<file path="config.mk">
export PLATFORM = sky130hd
export DESIGN_NAME = fa_combine_node
export DESIGN_NICKNAME = d
export VERILOG_FILES = /design/src/rtl/fa_pkg.sv /design/src/rtl/fa_arbiter.sv /design/src/rtl/fa_waitbuf.sv /design/src/rtl/fa_memory.sv /design/src/rtl/fa_combine_node.sv
export SDC_FILE = /design/constraint.sdc
export NUM_CORES = 1
export LEC_CHECK = 0
export BUFFER_PORTS_ARGS = -buffer_cell sky130_fd_sc_hd__buf_4
export CAP_MARGIN = 10
export CORE_UTILIZATION = 62
export DETAILED_ROUTE_END_ITERATION = 16
export GPL_TIMING_DRIVEN = 0
export PLACE_DENSITY_LB_ADDON = 0.25
export SLEW_MARGIN = 30
export SYNTH_ARGS = -nofsm -noshare
export SYNTH_HDL_FRONTEND = slang
export SYNTH_SLANG_ARGS = --single-unit
</file>
<file path="constraint.sdc">
create_clock -name clk -period 4.4 [get_ports clk]
set_input_delay 0.22 -clock clk [delete_from_list [all_inputs] [get_ports clk]]
set_output_delay 0.22 -clock clk [all_outputs]
set_load 0.02 [all_outputs]
</file>
<file path="src/rtl/fa_pkg.sv">
package fa_pkg;
  typedef enum logic [1:0] {
    RT_NONE = 2'd0,
    RT_IN0  = 2'd1,
    RT_IN1  = 2'd2,
    RT_BOTH = 2'd3
  } route_e;
endpackage

</file>
<file path="src/rtl/fa_arbiter.sv">
module fa_arbiter import fa_pkg::*; #(
  parameter int AW = 4
) (
  input  logic          v0,
  input  logic          v1,
  input  logic [AW-1:0] a0,
  input  logic [AW-1:0] a1,
  input  logic          wb_full,
  output route_e        route
);
  always_comb begin
    if (v0 && v1 && (a0 == a1) && !wb_full) route = RT_BOTH;
    else if (v0)                            route = RT_IN0;
    else if (v1)                            route = RT_IN1;
    else                                    route = RT_NONE;
  end
endmodule

</file>
<file path="src/rtl/fa_waitbuf.sv">
module fa_waitbuf #(
  parameter int DEPTH = 4,
  parameter int DW    = 16,
  parameter int IDW   = 4,
  parameter int TW    = 2
) (
  input  logic           clk,
  input  logic           rst_n,
  input  logic           alloc,
  input  logic [DW-1:0]  alloc_inc,
  input  logic [IDW-1:0] alloc_id0,
  input  logic [IDW-1:0] alloc_id1,
  output logic [TW-1:0]  alloc_tag,
  output logic           full,
  input  logic           free,
  input  logic [TW-1:0]  free_tag,
  output logic [DW-1:0]  rd_inc,
  output logic [IDW-1:0] rd_id0,
  output logic [IDW-1:0] rd_id1
);
  logic [DEPTH-1:0] vld;
  logic [DW-1:0]    inc_q [DEPTH];
  logic [IDW-1:0]   id0_q [DEPTH];
  logic [IDW-1:0]   id1_q [DEPTH];

  assign full = &vld;

  always_comb begin
    alloc_tag = '0;
    for (int i = DEPTH - 1; i >= 0; i--)
      if (!vld[i]) alloc_tag = TW'(i);
  end

  assign rd_inc = inc_q[free_tag];
  assign rd_id0 = id0_q[free_tag];
  assign rd_id1 = id1_q[free_tag];

  always_ff @(posedge clk or negedge rst_n) begin
    if (!rst_n) begin
      vld <= '0;
      for (int i = 0; i < DEPTH; i++) begin
        inc_q[i] <= '0;
        id0_q[i] <= '0;
        id1_q[i] <= '0;
      end
    end else begin
      for (int i = 0; i < DEPTH; i++) begin
        if (free && (free_tag == TW'(i))) vld[i] <= 1'b0;
        if (alloc && (alloc_tag == TW'(i))) begin
          vld[i]   <= 1'b1;
          inc_q[i] <= alloc_inc;
          id0_q[i] <= alloc_id0;
          id1_q[i] <= alloc_id1;
        end
      end
    end
  end


  wb_no_overflow_chk: assert property (@(posedge clk) disable iff (!rst_n)
    alloc |-> !full);


  wb_free_live_chk: assert property (@(posedge clk) disable iff (!rst_n)
    free |-> vld[free_tag]);
endmodule

</file>
<file path="src/rtl/fa_memory.sv">
module fa_memory #(
  parameter int AW  = 4,
  parameter int DW  = 16,
  parameter int LAT = 2,
  parameter int MW  = 8
) (
  input  logic          clk,
  input  logic          rst_n,
  input  logic          req,
  input  logic [AW-1:0] addr,
  input  logic [DW-1:0] inc,
  input  logic [MW-1:0] meta,
  output logic          rsp_valid,
  output logic [DW-1:0] rsp_old,
  output logic [MW-1:0] rsp_meta
);
  localparam int WORDS = 1 << AW;

  function automatic logic [DW-1:0] fa_sum(input logic [DW-1:0] a, input logic [DW-1:0] b);
    return a + b;
  endfunction

  logic [DW-1:0] mem [WORDS];
  logic          pv  [LAT];
  logic [DW-1:0] pd  [LAT];
  logic [MW-1:0] pm  [LAT];

  always_ff @(posedge clk or negedge rst_n) begin
    if (!rst_n) begin
      for (int j = 0; j < WORDS; j++) mem[j] <= '0;
      for (int i = 0; i < LAT; i++) begin
        pv[i] <= 1'b0;
        pd[i] <= '0;
        pm[i] <= '0;
      end
    end else begin
      pv[0] <= req;
      pd[0] <= mem[addr];
      pm[0] <= meta;
      for (int i = 1; i < LAT; i++) begin
        pv[i] <= pv[i-1];
        pd[i] <= pd[i-1];
        pm[i] <= pm[i-1];
      end
      if (req) mem[addr] <= fa_sum(mem[addr], inc);
    end
  end

  assign rsp_valid = pv[LAT-1];
  assign rsp_old   = pd[LAT-1];
  assign rsp_meta  = pm[LAT-1];
endmodule

</file>
<file path="src/rtl/fa_combine_node.sv">
module fa_combine_node import fa_pkg::*; #(
  parameter int AW       = 4,
  parameter int DW       = 16,
  parameter int IDW      = 4,
  parameter int WB_DEPTH = 4,
  parameter int MEM_LAT  = 2
) (
  input  logic           clk,
  input  logic           rst_n,
  input  logic           in0_valid,
  output logic           in0_ready,
  input  logic [AW-1:0]  in0_addr,
  input  logic [DW-1:0]  in0_inc,
  input  logic [IDW-1:0] in0_id,
  input  logic           in1_valid,
  output logic           in1_ready,
  input  logic [AW-1:0]  in1_addr,
  input  logic [DW-1:0]  in1_inc,
  input  logic [IDW-1:0] in1_id,
  output logic           out0_valid,
  output logic [IDW-1:0] out0_id,
  output logic [DW-1:0]  out0_data,
  output logic           out1_valid,
  output logic [IDW-1:0] out1_id,
  output logic [DW-1:0]  out1_data
);
  localparam int TW = (WB_DEPTH > 1) ? $clog2(WB_DEPTH) : 1;
  localparam int MW = 2 + IDW + TW;

  function automatic logic [DW-1:0] merge_inc(input logic [DW-1:0] a, input logic [DW-1:0] b);
    return a + b;
  endfunction

  function automatic logic [DW-1:0] split_second(input logic [DW-1:0] old, input logic [DW-1:0] first);
    return old + first;
  endfunction

  route_e         route;
  logic           wb_full, wb_alloc, wb_free;
  logic [TW-1:0]  wb_tag;
  logic [DW-1:0]  wb_inc;
  logic [IDW-1:0] wb_id0, wb_id1;

  logic           mem_req;
  logic [AW-1:0]  mem_addr;
  logic [DW-1:0]  mem_inc;
  logic [MW-1:0]  mem_meta;
  logic           rsp_valid;
  logic [DW-1:0]  rsp_old;
  logic [MW-1:0]  rsp_meta;

  logic           rsp_comb, rsp_side;
  logic [IDW-1:0] rsp_id;
  logic [TW-1:0]  rsp_tag;

  fa_arbiter #(.AW(AW)) u_arb (
    .v0(in0_valid), .v1(in1_valid), .a0(in0_addr), .a1(in1_addr),
    .wb_full(wb_full), .route(route)
  );

  assign in0_ready = (route == RT_IN0) || (route == RT_BOTH);
  assign in1_ready = (route == RT_IN1) || (route == RT_BOTH);
  assign wb_alloc  = (route == RT_BOTH);

  always_comb begin
    mem_req  = (route != RT_NONE);
    mem_addr = in0_addr;
    mem_inc  = in0_inc;
    mem_meta = {1'b0, 1'b0, in0_id, wb_tag};
    case (route)
      RT_BOTH: begin
        mem_inc  = merge_inc(in0_inc, in1_inc);
        mem_meta = {1'b1, 1'b0, in0_id, wb_tag};
      end
      RT_IN1: begin
        mem_addr = in1_addr;
        mem_inc  = in1_inc;
        mem_meta = {1'b0, 1'b1, in1_id, wb_tag};
      end
      default: ;
    endcase
  end

  fa_memory #(.AW(AW), .DW(DW), .LAT(MEM_LAT), .MW(MW)) u_mem (
    .clk(clk), .rst_n(rst_n), .req(mem_req), .addr(mem_addr), .inc(mem_inc),
    .meta(mem_meta), .rsp_valid(rsp_valid), .rsp_old(rsp_old), .rsp_meta(rsp_meta)
  );

  assign {rsp_comb, rsp_side, rsp_id, rsp_tag} = rsp_meta;
  assign wb_free = rsp_valid && rsp_comb;

  fa_waitbuf #(.DEPTH(WB_DEPTH), .DW(DW), .IDW(IDW), .TW(TW)) u_wb (
    .clk(clk), .rst_n(rst_n),
    .alloc(wb_alloc), .alloc_inc(in0_inc), .alloc_id0(in0_id), .alloc_id1(in1_id),
    .alloc_tag(wb_tag), .full(wb_full),
    .free(wb_free), .free_tag(rsp_tag),
    .rd_inc(wb_inc), .rd_id0(wb_id0), .rd_id1(wb_id1)
  );

  assign out0_valid = rsp_valid && (rsp_comb || !rsp_side);
  assign out1_valid = rsp_valid && (rsp_comb ||  rsp_side);
  assign out0_id    = rsp_comb ? wb_id0 : rsp_id;
  assign out1_id    = rsp_comb ? wb_id1 : rsp_id;
  assign out0_data  = rsp_old;
  assign out1_data  = rsp_comb ? split_second(rsp_old, wb_inc) : rsp_old;


  in0_priority_chk: assert property (@(posedge clk) disable iff (!rst_n)
    in0_valid |-> in0_ready);


  combine_same_addr_chk: assert property (@(posedge clk) disable iff (!rst_n)
    (in0_valid && in1_valid && in0_ready && in1_ready) |-> (in0_addr == in1_addr));
endmodule

</file>
==> qor.csv <==
stage,metric,value,unit
run_status,status,"finished, violations left",
run_status,violations,negative setup slack,
synthesis,syn_nets,1785,
power,p_leak,0.0106,uW
synthesis,synth-edff-count,0,
power,ir_worst_vdd,0.375,mV
placed_design,placed_area,20700,sq um
cells_and_area,syn2layout_area_growth,19.4,%
timing,finalSetupTns,-0.0291,ns
worst_setup_path,crit_start,in0_valid,
timing,setup_viol,2,
cts,cts_buffers,42,
power,p_sw_frac,0.347,
cells_and_area,diodes,0,
power,internal-power,9470,uW
route,antenna_left,0,
min_path,hold_path_class,input pin to register,
synthesis,yosys_warnings,0,
synthesis,syn_area,19300,sq um
route,drt_wl_total,56.4,mm
synthesis,synth_top_area_frac,0.527,
route,wl_per_cell,24.5,microns
route,drtIter0Drc,1415,
cts,h-tree-depth,2,
timing,worst_slack,-0.0201,ns
global_routing,grt_first_pass_wirelength,84.0,mm
cts,clockRootBuffer,clkbuf_16,
cts,cts.sinks,406,
worst_setup_path,crit_slowest_cell,or4_4,
synthesis,yosysTopAreaCell,dfrtp_1,
power,p_switching,5040,uW
floorplan,coreArea,30600,sq um
placed_design,place_congestion,0.933,
floorplan,die_w,178,microns
min_path,holdCritStartpoint,in0_inc[4],
timing,slew_headroom,0.476,
global_routing,grt_pass1_vias,14800,
worst_setup_path,worst-path-buf-inv,4,
power,power.share.clock,0.251,
cts,cts_tree,done,
worst_setup_path,crit_chain,buf_4 -> nand2b_4 -> buf_8 -> nor3_1 -> a31oi_4 -> clkbuf_2 -> a21oi_1 -> or4_4 -> ha_1 -> a211oi_2 -> nor2_1 -> o21a_1 -> o211ai_1 -> a21oi_2 -> a311oi_2 -> xnor2_2 -> xor2_4 -> buf_6 -> mux2_1,
synthesis,synth-seq-cells,406,
floorplan,start_util,0.631,
worst_setup_path,crit_arrival,4.84,ns
synthesis,ys.flop_type,dfrtp_1,
cells_and_area,final_core_util,0.753,
timing,clock.fmax,0.226,GHz
floorplan,die_area,31800,sq um
synthesis,synth.distinct_cells,69,
timing,hold_viol,0,
floorplan,pin_count,96,
power,p_seq_frac,0.413,
cells_and_area,fin_nets,1975,
worst_setup_path,path_class,input pin to register,
job,drv_cap,0,
power,pwr-share-comb,0.336,
timing,hold_slack,0.00367,ns
timing,fin_crit_sh,1.00,
worst_setup_path,critPathRequiredTime,4.82,ns
worst_setup_path,crit_family,compound AO/OA/AOI/OAI gates,
route,drc,0,
placed_design,portBuffers,94,
global_routing,antenna_found_initial,0,
cells_and_area,fin_area,23000,sq um
floorplan,die_h,178,microns
global_routing,grt_max_degree,88,
worst_setup_path,max_stage_delay,0.58,ns
floorplan,rows,64,
power,p_per_area,630,nW/um^2
worst_setup_path,end_kind,register,
cts,clk_latency,0.54,ns
timing,min_period,4.42,ns
route,vias_per_cell,6.48,
power,finalPower,14500,uW
worst_setup_path,crit_fanout,10,
timing,tightest_slew,0.784,ns
global_routing,grt_usage,0.355,
cts,clockBufferDepth,3,
synthesis,avgSynthCellArea,11.5,sq um
cts,clkTransAtPathRegs,0.06,ns
route,firstDrtPassIters,5,
worst_setup_path,critPathLaunchType,input pin,
worst_setup_path,reg2reg_from,u_wb.vld[1],
synthesis,yosys-top-cells-area,"dfrtp_1, mux2_2, a22oi_1",
synthesis,ys_seq_area_frac,0.527,
placed_design,hpwl,38.0,mm
timing,skew,0.0304,ns
cells_and_area,drive_above_1_share,0.303,
timing,final_max_slew_viol_count,0,
synthesis,asyncSetResetFlopFracSynth,1.00,
cells_and_area,seq_area,10200,sq um
cells_and_area,multi_input_area,8840,sq um
global_routing,overflow,0,
cells_and_area,nFillCells,1923,
synthesis,syn_inst,1683,
route,via_count,14900,
==> power groups by stage <==
| stage | clock (uW) | sequential (uW) | combinational (uW) |
|---|---|---|---|
| after floorplan | 0 | 5720 | 3120 |
| after CTS | 3650 | 5930 | 4570 |
| after global placement | 0 | 5880 | 4230 |
| after detailed placement | 0 | 5970 | 4420 |
| final | 3650 | 5990 | 4870 |
| after global routing | 3810 | 6120 | 5270 |
==> per-layer routing <==
metal	track usage	share of wire	vias up	wire [microns]
li1	-	-	6485	-
met4	0.194	0.062	0	3480
met1	0.449	0.38	7436	21600
met3	0.0665	0.082	212	4630
met5	0	0	-	0
met2	0.580	0.47	793	26700
==> final cells by class <==
type,count,area share
repair buffers,148,0.0561
multi-input cells,1131,0.384
well taps,396,0.0215
clock buffers,60,0.0525
plain buffers,118,0.0309
clock inverters,18,0.00907
inverters,26,0.00483
flip-flops and latches,406,0.441
==> timing repair <==
item	CTS	global route
hold buffers	24	0
pin swaps	4	8
endpoints found under the hold margin	123	0
cloned	0	2
resized for setup	100	71
buffers inserted	11	13
endpoints found under the setup margin	207	108
==> cell families (layout without fill, tap and decap cells) <==
logic type,Yosys count,in the layout,share of synthesized area
AO/OA/AOI/OAI,460,461,0.148
XOR/XNOR,39,39,0.0185
adder cells (fa/ha/maj),50,50,0.0336
buffers and inverters,147,370,0.0328
flip-flops,406,406,0.527
multiplexers,262,262,0.167
AND/OR/NAND/NOR,319,319,0.0736
==> cells in the mapped netlist, types with 4 or more instances <==
library cell    n
o31ai_1         5
nor2_1         35
a22oi_1       139
nand4_1         6
a21o_1         11
a31oi_1         5
o21ai_0       158
nand2b_1        8
nor3_1         13
ha_1           47
dfrtp_1       406
nor3b_1         4
xnor2_1        21
o21ai_1         4
clkbuf_1       89
nand3b_1        4
nand2_1       203
buf_4          16
xor2_1         16
nand3_1        10
or4_1          15
buf_1          11
mux4_2         24
o21bai_1        7
inv_1          23
mux2_2        234
a21oi_1        95
o21a_1          4
nor2b_1         6
==> through the flow <==
stage | worst slack (ns) | instances
global route | -0.0432 | 2303
finish | -0.0201 | 2303
detailed placement | -1.48 | 2178
floorplan | 0.0267 | 1683
global placement | -1.67 | 2173
CTS | 0.00260 | 2288
==> placed cells by master, fill, tap and decap left out, types with 6 or more instances in the layout <==
cell / n
nand3_1: 10
ha_1: 43
buf_4: 143
clkbuf_2: 12
a21oi_2: 7
a22oi_1: 137
o21ai_1: 8
or4_1: 11
nand2_1: 200
nor3_1: 11
xor2_1: 11
mux2_2: 234
mux4_2: 24
nor2_1: 34
xnor2_1: 19
dlygate4sd3_1: 24
nand2b_1: 8
dfrtp_1: 403
clkbuf_8: 14
a21oi_1: 87
clkbuf_1: 60
o21bai_1: 7
clkbuf_16: 43
a21o_1: 11
nand4_1: 6
clkbuf_4: 10
clkinv_2: 12
o21ai_0: 151
inv_1: 23
nor2b_1: 6
==> state kept, by name, summed over array words and instances, names as in the netlist <==
name,count
u_mem.rsp_valid,1
u_mem.pm,8
u_mem.mem,256
u_mem.rsp_old,16
u_wb.id1_q,16
u_mem.rsp_meta,8
u_mem.pd,16
u_wb.inc_q,64
u_wb.id0_q,16
u_mem.pv,1
u_wb.vld,4
==> final timing paths <==
kind | endpoint | slack, ns | cells past startpoint
worst min register to register | u_mem.rsp_old[4] | 0.35 | 0
worst min-delay path | u_wb.inc_q[4] | 0.004 | 2
worst max-delay path | u_mem.mem[175] | -0.02 | 19
min in group asynchronous | u_wb.id0_q[15] | 0.19 | 2
max in group asynchronous | u_mem.mem[144] | 3.13 | 4
worst max register to register | u_mem.mem[175] | 0.02 | 17
==> worst reg2reg max path, delay by kind of cell, from the launching register on <==
family          cells  cell delay (ns)
mux                 1             0.30
xor+xnor            2             0.39
buf+inv             3             0.62
simple gates        3             0.45
flops               1             0.44
fa+ha+maj           1             0.29
compound gates      7             1.76
Note: power is estimated with default switching activity, not from simulation.
